<file path="src/rtl/ievt_pkg.sv">
package ievt_pkg;

    localparam int unsigned N_EVT = 13;

    typedef logic [N_EVT-1:0] evt_vec_t;

    // Event index k maps to status bit (DATA_W - N_EVT + k)
    typedef enum int unsigned {
        EV_UNDERRUN = 0,
        EV_RETRY    = 1,
        EV_LATECOL  = 2,
        EV_BUSERR   = 3,
        EV_MGMT     = 4,
        EV_RXBUF    = 5,
        EV_RXFRM    = 6,
        EV_TXBUF    = 7,
        EV_TXFRM    = 8,
        EV_GSTOP    = 9,
        EV_BABTX    = 10,
        EV_BABRX    = 11,
        EV_HEART    = 12
    } evt_idx_e;

    // Which event index feeds each interrupt line
    function automatic int unsigned line_src(input int unsigned line);
        case (line)
            0:       line_src = EV_TXFRM;
            1:       line_src = EV_TXBUF;
            2:       line_src = EV_UNDERRUN;
            3:       line_src = EV_RETRY;
            4:       line_src = EV_RXFRM;
            5:       line_src = EV_RXBUF;
            6:       line_src = EV_MGMT;
            7:       line_src = EV_LATECOL;
            8:       line_src = EV_HEART;
            9:       line_src = EV_GSTOP;
            10:      line_src = EV_BUSERR;
            11:      line_src = EV_BABTX;
            default: line_src = EV_BABRX;
        endcase
    endfunction

    typedef struct packed {
        evt_vec_t mask;
    } regif_state_t;

    typedef struct packed {
        evt_vec_t status;
    } stat_state_t;

    typedef struct packed {
        evt_vec_t lines;
    } line_state_t;

endpackage

</file>
<file path="src/rtl/ievt_regif.sv">
module ievt_regif
    import ievt_pkg::*;
#(
    parameter int unsigned DATA_W   = 32,
    parameter int unsigned ADDR_W   = 4,
    parameter int unsigned A_STATUS = 0,
    parameter int unsigned A_MASK   = 1,
    parameter int unsigned A_MGMT   = 2,
    parameter int unsigned A_TXCTL  = 3,
    parameter int unsigned A_CTRL   = 4
) (
    input  logic              clk,
    input  logic              rst_n,
    input  logic              wr_en,
    input  logic [ADDR_W-1:0] wr_addr,
    input  logic [DATA_W-1:0] wr_data,
    output evt_vec_t          clr_bits,
    output logic              clr_all,
    output evt_vec_t          side_set,
    output evt_vec_t          mask_q
);

    localparam int unsigned EV_LSB = DATA_W - N_EVT;

    regif_state_t st_d, st_q;
    logic hit_status, hit_mask, hit_mgmt, hit_txctl, hit_ctrl;

    always_comb begin
        hit_status = wr_en && (wr_addr == ADDR_W'(A_STATUS));
        hit_mask   = wr_en && (wr_addr == ADDR_W'(A_MASK));
        hit_mgmt   = wr_en && (wr_addr == ADDR_W'(A_MGMT));
        hit_txctl  = wr_en && (wr_addr == ADDR_W'(A_TXCTL));
        hit_ctrl   = wr_en && (wr_addr == ADDR_W'(A_CTRL));

        clr_bits = hit_status ? wr_data[DATA_W-1:EV_LSB] : '0;
        clr_all  = hit_ctrl && wr_data[0];

        side_set = '0;
        side_set[EV_MGMT]  = hit_mgmt;
        side_set[EV_GSTOP] = hit_txctl && wr_data[0];

        st_d = st_q;
        if (clr_all) begin
            st_d.mask = '0;
        end else if (hit_mask) begin
            st_d.mask = wr_data[DATA_W-1:EV_LSB];
        end
    end

    always_ff @(posedge clk or negedge rst_n) begin
        if (!rst_n) begin
            st_q <= '0;
        end else begin
            st_q <= st_d;
        end
    end

    assign mask_q = st_q.mask;

    AST_MASK_WIPE: assert property (@(posedge clk) disable iff (!rst_n)
        (wr_en && wr_addr == ADDR_W'(A_CTRL) && wr_data[0]) |=> (mask_q == '0));

    AST_MASK_LOAD: assert property (@(posedge clk) disable iff (!rst_n)
        (wr_en && wr_addr == ADDR_W'(A_MASK))
        |=> (mask_q == $past(wr_data[DATA_W-1:EV_LSB])));

endmodule

</file>
<file path="src/rtl/ievt_status.sv">
module ievt_status
    import ievt_pkg::*;
(
    input  logic     clk,
    input  logic     rst_n,
    input  evt_vec_t set_vec,
    input  evt_vec_t clr_bits,
    input  logic     clr_all,
    output evt_vec_t status_q
);

    stat_state_t st_d, st_q;

    always_comb begin
        st_d = st_q;
        if (clr_all) begin
            st_d.status = '0;
        end else begin
            // a set pulse outranks a same-cycle clear
            st_d.status = (st_q.status & ~clr_bits) | set_vec;
        end
    end

    always_ff @(posedge clk or negedge rst_n) begin
        if (!rst_n) begin
            st_q <= '0;
        end else begin
            st_q <= st_d;
        end
    end

    assign status_q = st_q.status;

    AST_SET_HOLDS: assert property (@(posedge clk) disable iff (!rst_n)
        (!clr_all && (set_vec != '0)) |=> ((status_q & $past(set_vec)) == $past(set_vec)));

    AST_ONLY_CLEARED_FALL: assert property (@(posedge clk) disable iff (!rst_n)
        !clr_all |=> ((($past(status_q) & ~status_q) & ~$past(clr_bits)) == '0));

    AST_WIPE: assert property (@(posedge clk) disable iff (!rst_n)
        clr_all |=> (status_q == '0));

endmodule

</file>
<file path="src/rtl/ievt_linemap.sv">
module ievt_linemap
    import ievt_pkg::*;
(
    input  logic     clk,
    input  logic     rst_n,
    input  evt_vec_t status,
    input  evt_vec_t mask,
    output evt_vec_t irq_q
);

    evt_vec_t    active;
    evt_vec_t    routed;
    line_state_t st_d, st_q;

    assign active = status & mask;

    for (genvar g = 0; g < N_EVT; g++) begin : g_line
        assign routed[g] = active[line_src(g)];
    end

    always_comb begin
        st_d = st_q;
        st_d.lines = routed;
    end

    always_ff @(posedge clk or negedge rst_n) begin
        if (!rst_n) begin
            st_q <= '0;
        end else begin
            st_q <= st_d;
        end
    end

    assign irq_q = st_q.lines;

    AST_QUIET_LINES: assert property (@(posedge clk) disable iff (!rst_n)
        (active == '0) |=> (irq_q == '0));

    AST_LINE_COUNT: assert property (@(posedge clk) disable iff (!rst_n)
        1'b1 |=> ($countones(irq_q) == $countones($past(active))));

endmodule

</file>
<file path="src/rtl/ievt_unit.sv">
module ievt_unit
    import ievt_pkg::*;
#(
    parameter int unsigned DATA_W   = 32,
    parameter int unsigned ADDR_W   = 4,
    parameter int unsigned A_STATUS = 0,
    parameter int unsigned A_MASK   = 1,
    parameter int unsigned A_MGMT   = 2,
    parameter int unsigned A_TXCTL  = 3,
    parameter int unsigned A_CTRL   = 4
) (
    input  logic              clk,
    input  logic              rst_n,
    input  logic              reg_wr,
    input  logic [ADDR_W-1:0] reg_addr,
    input  logic [DATA_W-1:0] reg_wdata,
    output logic [DATA_W-1:0] reg_rdata,
    input  logic [N_EVT-1:0]  evt_set,
    output logic [N_EVT-1:0]  irq
);

    localparam int unsigned EV_LSB = DATA_W - N_EVT;

    evt_vec_t clr_bits, side_set, mask_q, status_q;
    logic     clr_all;

    ievt_regif #(
        .DATA_W   (DATA_W),
        .ADDR_W   (ADDR_W),
        .A_STATUS (A_STATUS),
        .A_MASK   (A_MASK),
        .A_MGMT   (A_MGMT),
        .A_TXCTL  (A_TXCTL),
        .A_CTRL   (A_CTRL)
    ) u_regif (
        .clk      (clk),
        .rst_n    (rst_n),
        .wr_en    (reg_wr),
        .wr_addr  (reg_addr),
        .wr_data  (reg_wdata),
        .clr_bits (clr_bits),
        .clr_all  (clr_all),
        .side_set (side_set),
        .mask_q   (mask_q)
    );

    ievt_status u_status (
        .clk      (clk),
        .rst_n    (rst_n),
        .set_vec  (evt_set | side_set),
        .clr_bits (clr_bits),
        .clr_all  (clr_all),
        .status_q (status_q)
    );

    ievt_linemap u_lines (
        .clk    (clk),
        .rst_n  (rst_n),
        .status (status_q),
        .mask   (mask_q),
        .irq_q  (irq)
    );

    always_comb begin
        reg_rdata = '0;
        if (reg_addr == ADDR_W'(A_STATUS)) begin
            reg_rdata[DATA_W-1:EV_LSB] = status_q;
        end else if (reg_addr == ADDR_W'(A_MASK)) begin
            reg_rdata[DATA_W-1:EV_LSB] = mask_q;
        end
    end

    AST_MGMT_EVENT: assert property (@(posedge clk) disable iff (!rst_n)
        (reg_wr && reg_addr == ADDR_W'(A_MGMT)) |=> status_q[EV_MGMT]);

    AST_GSTOP_EVENT: assert property (@(posedge clk) disable iff (!rst_n)
        (reg_wr && reg_addr == ADDR_W'(A_TXCTL) && reg_wdata[0]) |=> status_q[EV_GSTOP]);

    AST_PULSE_LANDS: assert property (@(posedge clk) disable iff (!rst_n)
        (evt_set[EV_HEART] && !(reg_wr && reg_addr == ADDR_W'(A_CTRL) && reg_wdata[0]))
        |=> reg_rdata[DATA_W-1] || (reg_addr != ADDR_W'(A_STATUS)));

endmodule

</file>
<file path="config.mk">
export PLATFORM = sky130hd
export DESIGN_NAME = ievt_unit
export DESIGN_NICKNAME = d
export VERILOG_FILES = /design/src/rtl/ievt_pkg.sv /design/src/rtl/ievt_regif.sv /design/src/rtl/ievt_status.sv /design/src/rtl/ievt_linemap.sv /design/src/rtl/ievt_unit.sv
export SDC_FILE = /design/constraint.sdc
export NUM_CORES = 1
export LEC_CHECK = 0
export BUFFER_PORTS_ARGS = -buffer_cell sky130_fd_sc_hd__buf_2
export CAP_MARGIN = 5
export CORE_ASPECT_RATIO = 0.7
export CORE_MARGIN = 2
export CORE_UTILIZATION = 40
export CTS_BUF_LIST = sky130_fd_sc_hd__clkbuf_16
export DETAILED_ROUTE_END_ITERATION = 6
export PLACE_DENSITY = 0.73
export REMOVE_ABC_BUFFERS = 1
export SLEW_MARGIN = 10
export SYNTH_ARGS = -nofsm -noshare
export SYNTH_HDL_FRONTEND = slang
export SYNTH_SLANG_ARGS = --single-unit
</file>
<file path="constraint.sdc">
create_clock -name clk -period 1.3 [get_ports clk]
set_input_delay 0.065 -clock clk [delete_from_list [all_inputs] [get_ports clk]]
set_output_delay 0.065 -clock clk [all_outputs]
set_load 0.02 [all_outputs]
</file>
==> Yosys cells after proc, flatten, opt, wreduce, memory -nomap -nowiden <==
Cells that the tools add are included.
{ "word_totals": {"regBits": 39, "input_bits": 52, "output_inout_bits": 45} }
{ "classes": {"eq_ne": 4, "mux": 6, "n_bitwise": 5, "n_reduce_logical": 9} }
{ "ops": {"columns": ["op", "count"], "rows": [
  ["two-way mux 13 bit", 6],
  ["AND 13 bit", 2],
  ["NOT 13 bit", 1],
  ["OR 13 x 10 -> 13 bit", 1],
  ["OR 13 bit", 1],
  ["== test 4 x 2 -> 1 bit, second input constant", 2],
  ["logical AND 1 bit", 7],
  ["== test 4 x 1 -> 1 bit, second input constant", 1],
  ["== test 4 x 3 -> 1 bit, second input constant", 1],
  ["zero test 4 bit", 1],
  ["nonzero test 2 bit", 1]
]} }

==> Depth between registers and ports, before layout <==
{ "depth": {"ltp_word": 7, "mapped_depth": 4, "mapped_depth_nobuf": 3} }

==> Modules after synthesis <==
A second synthesis with hierarchy kept.
{ "unflattened": {"cells_unflattened": 209, "area_unflattened_um2": 2158.3} }
{ "modules_own_cells": {"columns": ["module", "instances", "cells_each", "area_each_um2"], "rows": [
  ["ievt_regif", 1, 67, 740.7],
  ["ievt_status", 1, 53, 569.3],
  ["ievt_unit", 1, 63, 441.7],
  ["ievt_linemap", 1, 26, 406.6]
]} }

==> Least setup slack after synthesis <==
OpenSTA, ideal clock, no wires.
{ "synth_path": {"kind": "in2out", "start": "input reg_addr[2]", "end": "output reg_rdata[21]", "arrival_time_ns": 1.031, "required_time_ns": 1.235, "slack_ns": 0.204, "path_stages": 4, "n_path_buf": 1, "path_cell_list": "or2_1 > nor3b_2 > buf_4 > a22o_1"} }
{ "synth_between": {"elab_chain_cells": 3} }
{ "synth_rtl": {"columns": ["item", "line_no", "text"], "rows": [
  ["from (decl)", "ievt_unit.sv:15", "input logic [ADDR_W-1:0] reg_addr,"],
  ["== test 4 x 1 -> 1 bit", "ievt_unit.sv:68", "end else if (reg_addr == ADDR_W'(A_MASK)) begin"],
  ["two-way mux 13 bit", "ievt_unit.sv:68", null],
  ["two-way mux 13 bit (*)", "ievt_unit.sv:66", "if (reg_addr == ADDR_W'(A_STATUS)) begin"],
  ["to (decl)", "ievt_unit.sv:17", "output logic [DATA_W-1:0] reg_rdata,"]
]} }
Mark *: on every way between the ends. The rest lies on a longest branch, timed or not.

==> Final worst setup path <==
{ "layout_path": {"start": "input reg_addr[1]", "end": "output reg_rdata[21]"} }
The elaborated chain is that of the path after synthesis.

==> flow_summary.yaml <==
status:
  status: "completed"
yosys:
  synth_fa_ha_area_frac: 0
  synth_cell_types: 21
  yosysTopAreaCell: "dfrtp_1"
  ys.flop_type: "dfrtp_1"
  synth_top_area_frac: 0.5428
  muxShareOfSynthArea: 0
  synth_edf_count: 0
  synth_top_family_by_area: "compound AO/OA/AOI/OAI gates"
  yosysSeqAreaShare: 0.5428
  synth_xor_xnor_area_share: 0
  yosys.area_share.simple: 0.1176
  syn_inst: 159
  yosysMostFrequentCell: "dfrtp_1"
  synth_area_leaders: "dfrtp_1, a22o_1, buf_4, a311oi_1, and2_1"
  syn-cell-area_um2: 1798
  syn_avg_cell_area_um2: 11.31
  ys_ff_latch: 39
  synth_compound_area_frac: 0.2067
  async_flop_share: 1.000
  synth_common_cells: "dfrtp_1, a22o_1, buf_4"
  ys.warnings.count: 0
sta:
  tns_ns: 0
  tightest_slew_ns: 0.7292
  clock_skew_ns: 0.001473
  slew_viol_final: 0
  rsz0062_at_grt: "no"
  fin_crit_sh: 0.9573
  finalCriticalPeriod_ns: 1.245
  hold_viol_final: 0
  slew_headroom: 0.5139
  max_freq_mhz: 803.5
  setup_violations: 0
  holdWs_ns: 0.009642
drt:
  drc: 0
  drtPass1Iterations: 4
  drt_wl_total_um: 4031
  vias_per_cell: 4.976
  num_vias: 1453
  postRouteAntennaNets: 0
  drtIter0Drc: 75
  route.detailed.wl_per_inst_um: 13.80
floorplan:
  start_util: 0.4153
  die_h_um: 60.10
  coreArea_um2: 4329
  row_count: 20
  die_width_um: 84.14
  io_pins: 97
  die_area_um2: 5056
critical_path:
  start_kind: "primary input"
  endpoint_kind: "output port"
  path_buf_inv: 3
  worst_ep_arrival_time_ns: 1.18
  crit_family: "simple AND/OR/NAND/NOR gates"
  critPathMaxStageDelay_ns: 0.30
  crit_type: "primary input to output port"
  critPathMaxFanout: 5
  required_ns: 1.24
  crit_path_top_delay_cell: "nor3b_4"
  cp_cell_sequence: "buf_8, or2_4, nor3b_4, buf_6, a22o_1, buf_2"
placed_design:
  place.gp.congestion: 0.7723
  dp_hpwl_um: 2698
  port_buffers: 59
  place_area_um2: 2112
  dp_cells: 273
run:
  cap_violations: 0
finish:
  syn_to_final_growth_pct: 33.96
  diodes: 0
  drive_above_1_share: 0.3207
  finalNetCount: 288
  fillerInstances: 364
  layout.cells.non_filler: 292
  finalInstanceArea_um2: 2409
clock_network:
  numCtsBuffers: 5
  clkTransAtPathRegs_ns: 0.05
  cts_sinks: 39
  cts_max_level: 2
  cts_tree: "done"
  clockBufferDepth: 2
  root_buffer: "clkbuf_16"
  insertion_delay_ns: 0.27
global_routing:
  grt_pass1_vias: 1312
  grt_first_pass_wirelength_um: 6334
  grt_max_degree: 40
  antenna_found_initial: 0
  gr-total-overflow: 0
  globalRouteTotalUtil: 0.1667
power_and_ir_drop:
  seqPwrFrac: 0.460
  power_frac_clock: 0.352
  p_sw_mw: 0.8455
  p_leak_nw: 1.232
  ir_drop_mv: 0.8129
  p_int_mw: 2.325
  netSwitchingFraction: 0.2666
  power_frac_comb: 0.188
  power_density_nw_per_um2: 1316
min_path:
  hold_class: "primary input to register"
final timing paths:
check	start	end	slack, ns	cells past startpoint
max	reg_addr[1]	reg_rdata[21]	0.06	6
min	reg_wdata[20]	u_status.status_q[1]	0.01	2
max reg2reg	u_status.status_q[8]	u_status.status_q[8]	0.50	2
min reg2reg	u_status.status_q[8]	u_lines.irq_q[0]	0.51	1
max in group asynchronous	rst_n	u_regif.mask_q[3]	0.59	3
min in group asynchronous	rst_n	u_lines.irq_q[1]	0.37	3
what timing repair did:
item                       in CTS  in global routing
hold buffers                   10                  0
gates resized for setup         0                 18
hold endpoints to repair       48                  0
setup endpoints to repair       0                  9
setup buffers                   0                  0
per-layer routing:
layer,vias to the layer above,GRT usage,part of all wire
li1,686,-,-
met1,684,0.2251,0.45
met2,78,0.2562,0.44
met3,5,0.04972,0.10
met4,0,0.06221,0.0082
met5,-,0,0
cell type report:
type | instances | area [um^2] | share of cell area
Clock buffer | 5 | 125.1 | 0.05195
Clock inverter | 3 | 11.26 | 0.004675
Inverter | 14 | 52.55 | 0.02182
Multi-Input combinational cell | 99 | 663.1 | 0.2753
Sequential cell | 39 | 975.9 | 0.4052
Tap cell | 55 | 68.82 | 0.02857
Timing Repair Buffer | 77 | 511.7 | 0.2125
cells in the final DEF (no fill, tap or decap), types with 2 or more instances in the layout:
master	Yosys	routed
buf_2	2	52
and2_1	15	15
dfrtp_1	39	39
nor2_1	13	13
a22o_1	26	26
buf_4	23	8
buf_6	0	5
a21oi_1	2	2
clkinv_1	0	2
dlygate4sd3_1	0	10
clkbuf_16	0	5
and3b_1	2	2
conb_1	1	19
a311oi_1	11	11
a31oi_1	2	2
inv_1	14	15
per-stage QoR:
step                worst slack (ns)  total power, mW  utilization
global route                0.002684            3.337       0.5564
detailed placement          -0.01416            2.035       0.4879
finish                       0.05547            3.171       0.5564
floorplan                    0.06045            1.805            -
CTS                          0.02570            3.191       0.5425
global placement             0.02221            2.025       0.4879
kinds of logic after synthesis:
logic type / count (synthesis)
AND/OR/NAND/NOR: 36
flip-flops: 39
buffers and inverters: 39
AO/OA/AOI/OAI: 44
other: 1
flip-flops by register name (all words and copies together) (netlist names):
signal             cells
u_status.status_q     13
u_lines.irq_q         13
u_regif.mask_q        13
power by group through the flow:
stage | registers [mW] | logic (mW) | clock network, mW
2_1_floorplan | 1.56 | 0.244 | 0
3_3_place_gp | 1.48 | 0.548 | 0
3_5_place_dp | 1.48 | 0.559 | 0
4_1_cts | 1.46 | 0.584 | 1.15
5_1_grt | 1.48 | 0.647 | 1.21
6_report | 1.46 | 0.596 | 1.11
No activity file was read; power rests on OpenSTA's default activity.
